$ cat config.mk
export PLATFORM = sky130hd
export DESIGN_NAME = pause_flow_ctrl
export DESIGN_NICKNAME = d
export VERILOG_FILES = /design/src/rtl/fc_pkg.sv /design/src/rtl/fc_slot_timer.sv /design/src/rtl/fc_rx_detect.sv /design/src/rtl/fc_pause_timer.sv /design/src/rtl/fc_tx_insert.sv /design/src/rtl/pause_flow_ctrl.sv
export SDC_FILE = /design/constraint.sdc
export NUM_CORES = 1
export LEC_CHECK = 0
export BUFFER_PORTS_ARGS = -buffer_cell sky130_fd_sc_hd__buf_4
export CAP_MARGIN = 10
export CORE_UTILIZATION = 50
export CTS_BUF_LIST = sky130_fd_sc_hd__clkbuf_8 sky130_fd_sc_hd__clkbuf_16
export DETAILED_ROUTE_END_ITERATION = 8
export GPL_ROUTABILITY_DRIVEN = 0
export MAX_ROUTING_LAYER = met4
export PLACE_DENSITY = 0.77
export SLEW_MARGIN = 40
export SYNTH_ARGS = -nofsm -noshare
export SYNTH_HDL_FRONTEND = slang
export SYNTH_SLANG_ARGS = --single-unit
$ cat constraint.sdc
create_clock -name clk -period 3.4 [get_ports clk]
set_input_delay 0.68 -clock clk [delete_from_list [all_inputs] [get_ports clk]]
set_output_delay 0.68 -clock clk [all_outputs]
set_load 0.03 [all_outputs]
$ cat src/rtl/fc_pkg.sv
package fc_pkg;
  localparam int MAC_W    = 48;
  localparam int QUANTA_W = 16;
  localparam int GEN_LEN  = 60;
  localparam int GIDX_W   = $clog2(GEN_LEN);
  localparam int HDR_END  = 18;
  localparam int RIDX_W   = $clog2(HDR_END + 1) + 1;
  localparam logic [15:0] CTRL_ETYPE  = 16'h8808;
  localparam logic [15:0] OP_PAUSE    = 16'h0001;
  localparam logic [47:0] PAUSE_GROUP = 48'h0180_C200_0001;

  // octet k (0 = first on the wire) of a 48-bit address
  function automatic logic [7:0] mac_octet(input logic [47:0] a, input int unsigned k);
    return a[8*(5-k) +: 8];
  endfunction

  // octet i of the locally built PAUSE frame
  function automatic logic [7:0] pause_octet(input int unsigned i, input logic [47:0] sa,
                                             input logic [15:0] q);
    if (i < 6)        return mac_octet(PAUSE_GROUP, i);
    else if (i < 12)  return mac_octet(sa, i - 6);
    else if (i == 12) return CTRL_ETYPE[15:8];
    else if (i == 13) return CTRL_ETYPE[7:0];
    else if (i == 14) return OP_PAUSE[15:8];
    else if (i == 15) return OP_PAUSE[7:0];
    else if (i == 16) return q[15:8];
    else if (i == 17) return q[7:0];
    return 8'h00;
  endfunction
endpackage

$ cat src/rtl/fc_slot_timer.sv
module fc_slot_timer #(
  parameter int SLOT_CYCLES = 128
) (
  input  logic clk,
  input  logic rst_n,
  output logic slot_tick
);
  localparam int CW = $clog2(SLOT_CYCLES);
  localparam logic [CW-1:0] TOP = CW'(SLOT_CYCLES - 1);
  logic [CW-1:0] cnt_q;

  assign slot_tick = (cnt_q == TOP);

  always_ff @(posedge clk) begin
    if (!rst_n)         cnt_q <= '0;
    else if (slot_tick) cnt_q <= '0;
    else                cnt_q <= cnt_q + 1'b1;
  end


  tick_gap_chk: assert property (@(posedge clk) disable iff (!rst_n)
    slot_tick |=> !slot_tick);
endmodule

$ cat src/rtl/fc_rx_detect.sv
module fc_rx_detect
  import fc_pkg::*;
(
  input  logic                clk,
  input  logic                rst_n,
  input  logic                cfg_pass_ctrl,
  input  logic [MAC_W-1:0]    station_addr,
  input  logic                rx_valid,
  input  logic [7:0]          rx_data,
  input  logic                rx_sof,
  input  logic                rx_eof,
  output logic                host_rx_valid,
  output logic [7:0]          host_rx_data,
  output logic                host_rx_sof,
  output logic                host_rx_eof,
  output logic                host_rx_drop,
  output logic                pause_hit,
  output logic [QUANTA_W-1:0] pause_val
);
  localparam logic [RIDX_W-1:0] I_ADDR_END = RIDX_W'(6);
  localparam logic [RIDX_W-1:0] I_TYPE_HI  = RIDX_W'(12);
  localparam logic [RIDX_W-1:0] I_TYPE_LO  = RIDX_W'(13);
  localparam logic [RIDX_W-1:0] I_OP_HI    = RIDX_W'(14);
  localparam logic [RIDX_W-1:0] I_OP_LO    = RIDX_W'(15);
  localparam logic [RIDX_W-1:0] I_Q_HI     = RIDX_W'(16);
  localparam logic [RIDX_W-1:0] I_Q_LO     = RIDX_W'(17);
  localparam logic [RIDX_W-1:0] I_HDR_END  = RIDX_W'(HDR_END);
  localparam logic [RIDX_W-1:0] I_SAT      = '1;

  logic [RIDX_W-1:0]   idx_q, cur;
  logic                grp_q, own_q, ety_q, op_q;
  logic                grp_n, own_n, ety_n, op_n;
  logic [QUANTA_W-1:0] val_q;
  logic                ctrl_end, pause_end;

  always_comb begin
    cur   = rx_sof ? '0 : idx_q;
    grp_n = (cur == '0) ? 1'b1 : grp_q;
    own_n = (cur == '0) ? 1'b1 : own_q;
    if (cur < I_ADDR_END) begin
      grp_n = grp_n & (rx_data == mac_octet(PAUSE_GROUP, 32'(cur)));
      own_n = own_n & (rx_data == mac_octet(station_addr, 32'(cur)));
    end
    ety_n = ety_q;
    if (cur == I_TYPE_HI) ety_n = (rx_data == CTRL_ETYPE[15:8]);
    if (cur == I_TYPE_LO) ety_n = ety_q & (rx_data == CTRL_ETYPE[7:0]);
    op_n = op_q;
    if (cur == I_OP_HI) op_n = (rx_data == OP_PAUSE[15:8]);
    if (cur == I_OP_LO) op_n = op_q & (rx_data == OP_PAUSE[7:0]);
    ctrl_end  = rx_valid & rx_eof & (cur >= I_HDR_END) & (grp_q | own_q) & ety_q;
    pause_end = ctrl_end & op_q;
  end

  always_ff @(posedge clk) begin
    if (!rst_n) begin
      idx_q <= '0; grp_q <= 1'b0; own_q <= 1'b0; ety_q <= 1'b0; op_q <= 1'b0;
      val_q <= '0;
      host_rx_valid <= 1'b0; host_rx_data <= '0; host_rx_sof <= 1'b0;
      host_rx_eof <= 1'b0; host_rx_drop <= 1'b0; pause_hit <= 1'b0; pause_val <= '0;
    end else begin
      if (rx_valid) begin
        idx_q <= (cur == I_SAT) ? cur : cur + 1'b1;
        grp_q <= grp_n; own_q <= own_n; ety_q <= ety_n; op_q <= op_n;
        if (cur == I_Q_HI) val_q[15:8] <= rx_data;
        if (cur == I_Q_LO) val_q[7:0]  <= rx_data;
      end
      host_rx_valid <= rx_valid;
      host_rx_data  <= rx_data;
      host_rx_sof   <= rx_valid & rx_sof;
      host_rx_eof   <= rx_valid & rx_eof;
      host_rx_drop  <= ctrl_end & ~cfg_pass_ctrl;
      pause_hit     <= pause_end;
      if (pause_end) pause_val <= val_q;
    end
  end


  drop_eof_chk: assert property (@(posedge clk) disable iff (!rst_n)
    host_rx_drop |-> (host_rx_valid && host_rx_eof));

  hit_eof_chk: assert property (@(posedge clk) disable iff (!rst_n)
    pause_hit |-> host_rx_eof);

  fwd_chk: assert property (@(posedge clk) disable iff (!rst_n)
    rx_valid |=> (host_rx_valid && host_rx_data == $past(rx_data)));
endmodule

$ cat src/rtl/fc_pause_timer.sv
module fc_pause_timer
  import fc_pkg::*;
(
  input  logic                clk,
  input  logic                rst_n,
  input  logic                load,
  input  logic [QUANTA_W-1:0] load_val,
  input  logic                tick,
  output logic                hold
);
  logic [QUANTA_W-1:0] cnt_q;

  always_ff @(posedge clk) begin
    if (!rst_n)                    cnt_q <= '0;
    else if (load)                 cnt_q <= load_val;
    else if (tick && cnt_q != '0)  cnt_q <= cnt_q - 1'b1;
  end

  assign hold = (cnt_q != '0);


  load_chk: assert property (@(posedge clk) disable iff (!rst_n)
    load |=> cnt_q == $past(load_val));

  dec_chk: assert property (@(posedge clk) disable iff (!rst_n)
    (!load && tick && hold) |=> cnt_q == $past(cnt_q) - 1'b1);

  still_chk: assert property (@(posedge clk) disable iff (!rst_n)
    (!load && !tick) |=> $stable(cnt_q));
endmodule

$ cat src/rtl/fc_tx_insert.sv
module fc_tx_insert
  import fc_pkg::*;
(
  input  logic                clk,
  input  logic                rst_n,
  input  logic [MAC_W-1:0]    station_addr,
  input  logic [QUANTA_W-1:0] quanta,
  input  logic                pause_req,
  input  logic                host_tx_valid,
  input  logic [7:0]          host_tx_data,
  input  logic                host_tx_sof,
  input  logic                host_tx_eof,
  output logic                gen_busy,
  output logic                tx_valid,
  output logic [7:0]          tx_data,
  output logic                tx_sof,
  output logic                tx_eof
);
  localparam logic [GIDX_W-1:0] LAST = GIDX_W'(GEN_LEN - 1);

  logic              pend_q, gen_q, host_busy_q, gen_start;
  logic [GIDX_W-1:0] gidx_q;

  assign gen_start = pend_q & ~gen_q & ~host_busy_q & ~(host_tx_valid & host_tx_sof);
  assign gen_busy  = pend_q | gen_q;

  always_ff @(posedge clk) begin
    if (!rst_n) begin
      pend_q <= 1'b0; gen_q <= 1'b0; gidx_q <= '0; host_busy_q <= 1'b0;
    end else begin
      pend_q <= (pend_q & ~gen_start) | pause_req;
      if (host_tx_valid && host_tx_eof)      host_busy_q <= 1'b0;
      else if (host_tx_valid && host_tx_sof) host_busy_q <= 1'b1;
      if (gen_start) begin
        gen_q <= 1'b1; gidx_q <= '0;
      end else if (gen_q) begin
        if (gidx_q == LAST) gen_q <= 1'b0;
        else                gidx_q <= gidx_q + 1'b1;
      end
    end
  end

  always_comb begin
    if (gen_q) begin
      tx_valid = 1'b1;
      tx_data  = pause_octet(32'(gidx_q), station_addr, quanta);
      tx_sof   = (gidx_q == '0);
      tx_eof   = (gidx_q == LAST);
    end else begin
      tx_valid = host_tx_valid;
      tx_data  = host_tx_data;
      tx_sof   = host_tx_sof;
      tx_eof   = host_tx_eof;
    end
  end


  gen_len_chk: assert property (@(posedge clk) disable iff (!rst_n)
    (gen_q && gidx_q == LAST) |=> !gen_q);

  gen_first_chk: assert property (@(posedge clk) disable iff (!rst_n)
    $rose(gen_q) |-> gidx_q == '0);

  gen_after_host_chk: assert property (@(posedge clk) disable iff (!rst_n)
    $rose(gen_q) |-> !$past(host_busy_q));
endmodule

$ cat src/rtl/pause_flow_ctrl.sv
module pause_flow_ctrl
  import fc_pkg::*;
#(
  parameter int SLOT_CYCLES = 128
) (
  input  logic                clk,
  input  logic                rst_n,
  input  logic                cfg_pass_ctrl,
  input  logic [MAC_W-1:0]    cfg_station_addr,
  input  logic [QUANTA_W-1:0] cfg_pause_quanta,
  input  logic                pause_req,
  input  logic                rx_valid,
  input  logic [7:0]          rx_data,
  input  logic                rx_sof,
  input  logic                rx_eof,
  output logic                host_rx_valid,
  output logic [7:0]          host_rx_data,
  output logic                host_rx_sof,
  output logic                host_rx_eof,
  output logic                host_rx_drop,
  input  logic                host_tx_valid,
  input  logic [7:0]          host_tx_data,
  input  logic                host_tx_sof,
  input  logic                host_tx_eof,
  output logic                tx_inhibit,
  output logic                tx_valid,
  output logic [7:0]          tx_data,
  output logic                tx_sof,
  output logic                tx_eof
);
  logic                slot_tick, pause_hit, hold, gen_busy;
  logic [QUANTA_W-1:0] pause_val;

  fc_slot_timer #(.SLOT_CYCLES(SLOT_CYCLES)) u_slot (
    .clk(clk), .rst_n(rst_n), .slot_tick(slot_tick));

  fc_rx_detect u_rx (
    .clk(clk), .rst_n(rst_n), .cfg_pass_ctrl(cfg_pass_ctrl),
    .station_addr(cfg_station_addr), .rx_valid(rx_valid), .rx_data(rx_data),
    .rx_sof(rx_sof), .rx_eof(rx_eof), .host_rx_valid(host_rx_valid),
    .host_rx_data(host_rx_data), .host_rx_sof(host_rx_sof), .host_rx_eof(host_rx_eof),
    .host_rx_drop(host_rx_drop), .pause_hit(pause_hit), .pause_val(pause_val));

  fc_pause_timer u_hold (
    .clk(clk), .rst_n(rst_n), .load(pause_hit), .load_val(pause_val),
    .tick(slot_tick), .hold(hold));

  fc_tx_insert u_tx (
    .clk(clk), .rst_n(rst_n), .station_addr(cfg_station_addr), .quanta(cfg_pause_quanta),
    .pause_req(pause_req), .host_tx_valid(host_tx_valid), .host_tx_data(host_tx_data),
    .host_tx_sof(host_tx_sof), .host_tx_eof(host_tx_eof), .gen_busy(gen_busy),
    .tx_valid(tx_valid), .tx_data(tx_data), .tx_sof(tx_sof), .tx_eof(tx_eof));

  assign tx_inhibit = hold | gen_busy;


  inhibit_hold_chk: assert property (@(posedge clk) disable iff (!rst_n)
    pause_hit && pause_val != '0 |=> tx_inhibit);
endmodule

==> results of run 1 <==
[cell usage after synthesis, types with 3 or more instances]
cell type	instances	area share, %
a211oi_1	7	1.0
a21oi_1	38	3.6
a221oi_1	11	1.8
a22oi_1	7	1.0
a31oi_1	3	0.36
a32oi_1	4	0.67
and2_1	8	0.95
and3_1	6	0.71
buf_2	7	0.67
clkbuf_1	27	1.9
dfxtp_1	87	33
ha_1	13	3.1
inv_1	14	1.0
mux2_2	19	4.1
mux2i_1	40	7.6
mux4_2	3	1.3
nand2_1	48	3.4
nand2b_1	5	0.59
nand3_1	12	1.1
nand4_1	9	1.1
nor2_1	82	5.8
nor2b_1	15	1.8
nor3_1	15	1.4
nor4_1	8	0.95
o211ai_1	5	0.71
o21ai_0	35	3.3
o221a_2	3	0.64
o2bb2ai_1	7	1.2
o31ai_1	3	0.43
o32a_1	3	0.57
or3_1	4	0.48
or4_1	4	0.57
xnor2_1	22	3.7
xor2_1	16	2.7
[metrics by stage]
stage          util, %  power (mW)  setup slack, ps  hold WS, ps  instance area [um2]
6_report          64.0        2.37              133          472                 6580
4_1_cts           63.6        2.37             3.30          461                 6540
3_3_place_gp      61.0        1.48              230          434                 6270
2_1_floorplan        -        1.30             15.4          418                 5300
5_1_grt           64.0        2.46             38.2          463                 6580
3_5_place_dp      61.0        1.49              135          450                 6270
[what timing repair did]
item / CTS / global route
setup endpoints to repair: 7 / 6
pin swaps: 0 / 4
resized for setup: 5 / 8
gates cloned: 0 / 0
[path summary, 6_finish.rpt]
path,from,endpoint,slack (ps),cells after the start
worst max-delay path,u_tx.gidx_q[1]$_SDFFE_PP0P_,tx_data[7],130,10
worst min-delay path,cfg_pass_ctrl,u_rx.host_rx_drop$_SDFF_PN0_,470,2
worst max register to register,u_rx.idx_q[1]$_SDFFE_PN0P_,u_rx.own_q$_SDFFE_PN0P_,530,9
worst min register to register,u_slot.cnt_q[0]$_SDFF_PP0_,u_slot.cnt_q[0]$_SDFF_PP0_,470,1
[power groups by stage]
stage | combinational (mW) | clock, mW | sequential (mW)
after floorplan | 0.220 | 0 | 1.08
after global placement | 0.412 | 0 | 1.07
after detailed placement | 0.418 | 0 | 1.07
after CTS | 0.420 | 0.900 | 1.05
after global routing | 0.455 | 0.950 | 1.05
final | 0.427 | 0.891 | 1.05
[logic make-up after synthesis]
family / after synthesis / synth area share (%)
AO/OA/AOI/OAI: 147 / 18.9
XOR/XNOR: 39 / 6.75
adder cells (fa/ha/maj): 13 / 3.09
buffers and inverters: 52 / 3.87
flip-flops: 87 / 33.1
multiplexers: 63 / 13.2
AND/OR/NAND/NOR: 228 / 21.2
[flip-flops by register name, summed over array words and instances, names as in the netlist]
name,count
u_rx.host_rx_drop,1
u_rx.op_q,1
u_rx.idx_q,6
u_rx.host_rx_sof,1
u_rx.pause_val,16
u_rx.val_q,16
u_rx.host_rx_eof,1
u_tx.gen_q,1
u_tx.gidx_q,6
u_rx.grp_q,1
u_tx.host_busy_q,1
u_rx.pause_hit,1
u_tx.pend_q,1
u_hold.cnt_q,16
u_rx.ety_q,1
u_slot.cnt_q,7
u_rx.host_rx_valid,1
u_rx.host_rx_data,8
u_rx.own_q,1
[placed cells by master, fill, tap and decap left out, types with 7 or more instances in the layout]
| cell | synthesis | layout |
|---|---|---|
| a211oi_1 | 7 | 7 |
| a21oi_1 | 38 | 38 |
| a221oi_1 | 11 | 11 |
| a22oi_1 | 7 | 7 |
| and2_1 | 8 | 8 |
| buf_4 | 0 | 124 |
| clkbuf_8 | 0 | 11 |
| dfxtp_1 | 87 | 85 |
| ha_1 | 13 | 12 |
| inv_1 | 14 | 13 |
| mux2_2 | 19 | 19 |
| mux2i_1 | 40 | 40 |
| nand2_1 | 48 | 47 |
| nand3_1 | 12 | 11 |
| nand4_1 | 9 | 9 |
| nor2_1 | 82 | 82 |
| nor2b_1 | 15 | 14 |
| nor3_1 | 15 | 14 |
| nor4_1 | 8 | 8 |
| o21ai_0 | 35 | 34 |
| xnor2_1 | 22 | 22 |
| xor2_1 | 16 | 16 |
[critical path, cell delays in order (launching register included)]
cell	delay [ps]
dfxtp_4	390
inv_2	70
ha_4	270
buf_6	150
mux4_2	340
a22o_1	250
a21oi_1	150
a21oi_1	50
a21o_1	170
a22o_1	210
buf_4	170
[area by class of cell]
type	count	area share, %
Multi-Input combinational cell	490	51.7
Sequential cell	87	26.6
Timing Repair Buffer	125	14.3
Tap cell	136	2.59
Clock buffer	11	2.30
Clock inverter	5	1.58
Inverter	17	0.970
[layer usage]
metal	share of wire, %	global-route usage [%]	routed length [um]
met1	41	32.9	6200
met2	48	47.3	7260
met3	6.1	3.74	913
met4	4.2	15.1	632
met5	0	-	0
==> impl_metrics.yaml, run 1 <==
outcome:
  outcome: "finished clean"
synthesis:
  syn_nets: 732
  ys_seq_area_share_pct: 33.1
  ys_seq_elements: 87
  synth_area_um2: 5270
  yosysWarnings: 0
  netlist_instances: 629
  synth_edf_count: 0
  ys_async_sr_fraction_pct: 0
  synth_cell_types: 65
  avgSynthCellArea_um2: 8.37
  synthFlopType: "dfxtp_1"
routing:
  initialDrtViolationCount: 382
  route.antenna.remaining_nets: 0
  routed_wl_mm: 15.0
  vias: 5190
  drc: 0
  vias_per_cell: 5.96
  wl_per_cell_um: 17.2
  first_pass_iters: 5
cts:
  cts_tree: "done"
  clock-sinks: 87
  clkTransAtPathRegs_ps: 80
  root_buffer: "clkbuf_8"
  clockBufferDepth: 2
  cts_setup_buffers: 0
  h-tree-depth: 3
  cts-buffers-inserted: 9
  clk_latency_ps: 360
  hold_buffers: 0
sta:
  hold_viol: 0
  setup_viol: 0
  fin_crit_ps: 3270
  finalSetupTns_ps: 0
  final-max-slew-violation-count: 0
  finalCritPeriodShare_pct: 96.1
  relSlewSlack_pct: 46.8
  fin_worst_skew_ps: 7.35
  worst_pin_slew_ps: 793
  fmax_mhz: 306
  rsz0062_at_grt: "no"
place:
  dp_hpwl_mm: 11.3
  port_buffers: 113
  placedCellCount: 855
setup_path:
  cp.required_ps: 2720
  criticalPathCategory: "register to primary output"
  cp_data_arrival_time_ps: 2590
  start_kind: "register"
  critPathMaxFanout: 12
  cp-end-kind: "primary output"
power:
  p_seq_share_pct: 44.3
  internal_power_mw: 1.76
  p_leak_nw: 2.94
  p_sw_mw: 0.607
  power_density_nw_per_um2: 360
  comb_power_share_pct: 18.1
  power.share.switching_pct: 25.6
  power_frac_clock_pct: 37.7
  peakVddDrop_v: 0.000222
floorplan:
  die_w_um: 105
  core_area_um2: 10300
  die_y_um: 105
  ioPinCount: 114
  dieArea_um2: 10900
  start_util_pct: 51.2
  num_rows: 37
global_route:
  grt_util_all_layers_pct: 28.2
  grt_first_pass_wirelength_mm: 24.1
  grt_max_degree: 36
  antenna_found_initial: 0
  grt_pass1_vias: 4980
  overflow: 0
worst_hold_path:
  hold_path.class: "input pin to register"
cells_and_area:
  drive_gt1_share_pct: 26.1
  antenna_cells: 0
  fillCellCount: 904
  multi_input_area_um2: 3400
  synthToLayoutAreaGrowth_pct: 24.9
  stdcell_count: 871
  fin_nets: 833
  layout.area.seq_um2: 1750
run:
  cap_viol_max_count: 0
Note: power is estimated with default switching activity, not from simulation.
==> run 2: changes to the inputs <==
--- a/config.mk
+++ b/config.mk
@@ -7,12 +7,12 @@
 export LEC_CHECK = 0
 export BUFFER_PORTS_ARGS = -buffer_cell sky130_fd_sc_hd__buf_4
 export CAP_MARGIN = 10
-export CORE_UTILIZATION = 50
+export CORE_UTILIZATION = 55
 export CTS_BUF_LIST = sky130_fd_sc_hd__clkbuf_8 sky130_fd_sc_hd__clkbuf_16
 export DETAILED_ROUTE_END_ITERATION = 8
 export GPL_ROUTABILITY_DRIVEN = 0
 export MAX_ROUTING_LAYER = met4
-export PLACE_DENSITY = 0.77
+export PLACE_DENSITY = 0.81
 export SLEW_MARGIN = 40
 export SYNTH_ARGS = -nofsm -noshare
 export SYNTH_HDL_FRONTEND = slang
==> constraint.sdc (replaced) <==
create_clock -name clk -period 3.75 [get_ports clk]
set_input_delay 0.75 -clock clk [delete_from_list [all_inputs] [get_ports clk]]
set_output_delay 0.75 -clock clk [all_outputs]
set_load 0.03 [all_outputs]
==> impl_metrics.yaml, run 2 (synthesized netlist as in run 1, its figures left out) <==
outcome:
  outcome: "finished clean"
setup_path:
  cp-end-kind: "primary output"
  cpPeakStageDelay_ps: 510
  criticalPathCategory: "register to primary output"
  reg2reg_from: "u_rx.idx_q[1]$_SDFFE_PN0P_"
  cp.required_ps: 3000
  critPathMaxFanout: 9
  cpMostUsedCell: "o2bb2ai_1"
  r2r_slack_ps: 740
  reg2reg_to: "u_rx.own_q$_SDFFE_PN0P_"
  start_kind: "register"
  cp_slowest_cell: "dfxtp_1"
  cp_data_arrival_time_ps: 2810
  rr_worst_depth: 9
  path_cells: "ha_1, nor2_1, xnor3_1, o2bb2ai_1, nand3_1, o32a_1, o2bb2ai_1, buf_4"
sta:
  relSlewSlack_pct: 54.7
  setup_slack_ps: 192
  fin_worst_skew_ps: 11.8
  fin_crit_ps: 3560
  rsz0062_at_grt: "no"
  hold_viol: 0
  finalSetupTns_ps: 0
  setup_viol: 0
  worst_pin_slew_ps: 679
  final-max-slew-violation-count: 0
  fmax_mhz: 281
  finalCritPeriodShare_pct: 94.9
power:
  finalPower_mw: 1.98
  peakVddDrop_v: 0.000150
  p_leak_nw: 2.87
  power_density_nw_per_um2: 310
floorplan:
  die_w_um: 99.9
  start_util_pct: 57.0
  core_area_um2: 9240
  ioPinCount: 114
  dieArea_um2: 9970
  num_rows: 35
  die_y_um: 99.9
cts:
  clkTransAtPathRegs_ps: 90
  cts_tree: "done"
  root_buffer: "clkbuf_8"
  clk_latency_ps: 360
  hold_buffers: 0
  clockBufferDepth: 2
  cts-buffers-inserted: 9
  h-tree-depth: 3
  clock-sinks: 87
routing:
  wl_per_cell_um: 16.5
  vias_per_cell: 6.06
  initialDrtViolationCount: 350
  route.antenna.remaining_nets: 0
  first_pass_iters: 6
  routed_wl_mm: 14.2
  drc: 0
  vias: 5211
worst_hold_path:
  hold_depth: 1
  hold_path.class: "register to register"
  min-delay-start: "u_slot.cnt_q[0]$_SDFF_PP0_"
  hold_path_end: "u_slot.cnt_q[0]$_SDFF_PP0_"
cells_and_area:
  final_common_cell: "buf_4"
  fin_nets: 828
  drive_gt1_share_pct: 23.8
  stdcell_count: 860
  largestRegisters: "u_hold.cnt_q x16, u_rx.pause_val x16, u_rx.val_q x16"
  synthToLayoutAreaGrowth_pct: 21.6
  layout_common_cells: "buf_4, dfxtp_1, nor2_1, nand2_1, mux2i_1"
global_route:
  grt_util_all_layers_pct: 30.2
  grt_max_degree: 43
  overflow: 0
  grt_first_pass_wirelength_mm: 23.4
  grt_pass1_vias: 4939
  antenna_found_initial: 1
place:
  placedCellCount: 843
  dp_hpwl_mm: 10.8
  place_worst_setup_slack_ps: 599
  port_buffers: 113
run:
  cap_viol_max_count: 0
-- run 2: cell count changes in the layout (fill, tap and decap cells not counted), sizes merged --
| cell | change |
|---|---|
| inv | +1 |
| clkbuf | -2 |
| clkinvlp | +2 |
| clkinv | +1 |
| buf | -5 |
| diode | +1 |
| bufinv | -2 |
-- run 2: per-stage QoR --
step	hold WS, ps	cell area [um2]	util, %
global placement	434	6190	67.0
CTS	461	6390	69.2
global route	470	6400	69.3
finish	461	6400	69.3
floorplan	418	5270	-
detailed placement	440	6190	67.0
-- run 2: worst max-delay path by stage --
stage | from | to | slack [ps] | cells after the start
floorplan | u_tx.gidx_q[1]$_SDFFE_PP0P_ | tx_data[2] | 120 | 9
global placement | cfg_station_addr[39] | tx_data[7] | 620 | 8
detailed placement | rx_sof | u_rx.own_q$_SDFFE_PN0P_ | 600 | 9
CTS | u_tx.gidx_q[0]$_SDFFE_PP0P_ | tx_data[3] | 180 | 8
global route | u_tx.gidx_q[2]$_SDFFE_PP0P_ | tx_data[5] | 50 | 8
finish | u_tx.gidx_q[2]$_SDFFE_PP0P_ | tx_data[5] | 190 | 8
-- run 2: repair_timing --
action	4_1_cts	5_1_grt
buffers inserted	0	0
gates resized for setup	0	2
setup endpoints to repair	0	2
-- run 2: layer usage --
| layer | global-route usage (%) | routed length [um] | vias to the layer above | share of wire (%) |
|---|---|---|---|---|
| met2 | 50.1 | 6720 | 273 | 47 |
| met4 | 15.2 | 646 | 0 | 4.5 |
| met1 | 34.7 | 5840 | 2398 | 41 |
| met5 | - | 0 | - | 0 |
| met3 | 6.27 | 1020 | 62 | 7.1 |
| li1 | - | - | 2478 | - |
-- run 2: critical path, delay by kind of cell, from the launching register on --
family                   cells  cell delay [ps]
flip-flops                   1              510
AO/OA/AOI/OAI                3              770
buffers and inverters        1              190
XOR/XNOR                     1              150
AND/OR/NAND/NOR              2              400
adder cells (fa/ha/maj)      1              420
-- run 2: area by class of cell --
| class | count | area (um2) |
|---|---|---|
| fillers | 700 | 2840 |
| clock inverters | 7 | 82.6 |
| clock buffers | 9 | 124 |
| well taps | 129 | 161 |
| inverters | 17 | 63.8 |
| repair buffers | 120 | 901 |
| flip-flops and latches | 87 | 1740 |
| diodes | 1 | 2.50 |
| multi-input cells | 490 | 3330 |
-- run 2: power breakdown --
| group | total (mW) | leakage (nW) | internal [mW] | switching [mW] |
|---|---|---|---|---|
| Sequential | 0.952 | 0.706 | 0.938 | 0.0144 |
| Clock | 0.655 | 0.0975 | 0.315 | 0.340 |
| Combinational | 0.377 | 2.06 | 0.173 | 0.203 |
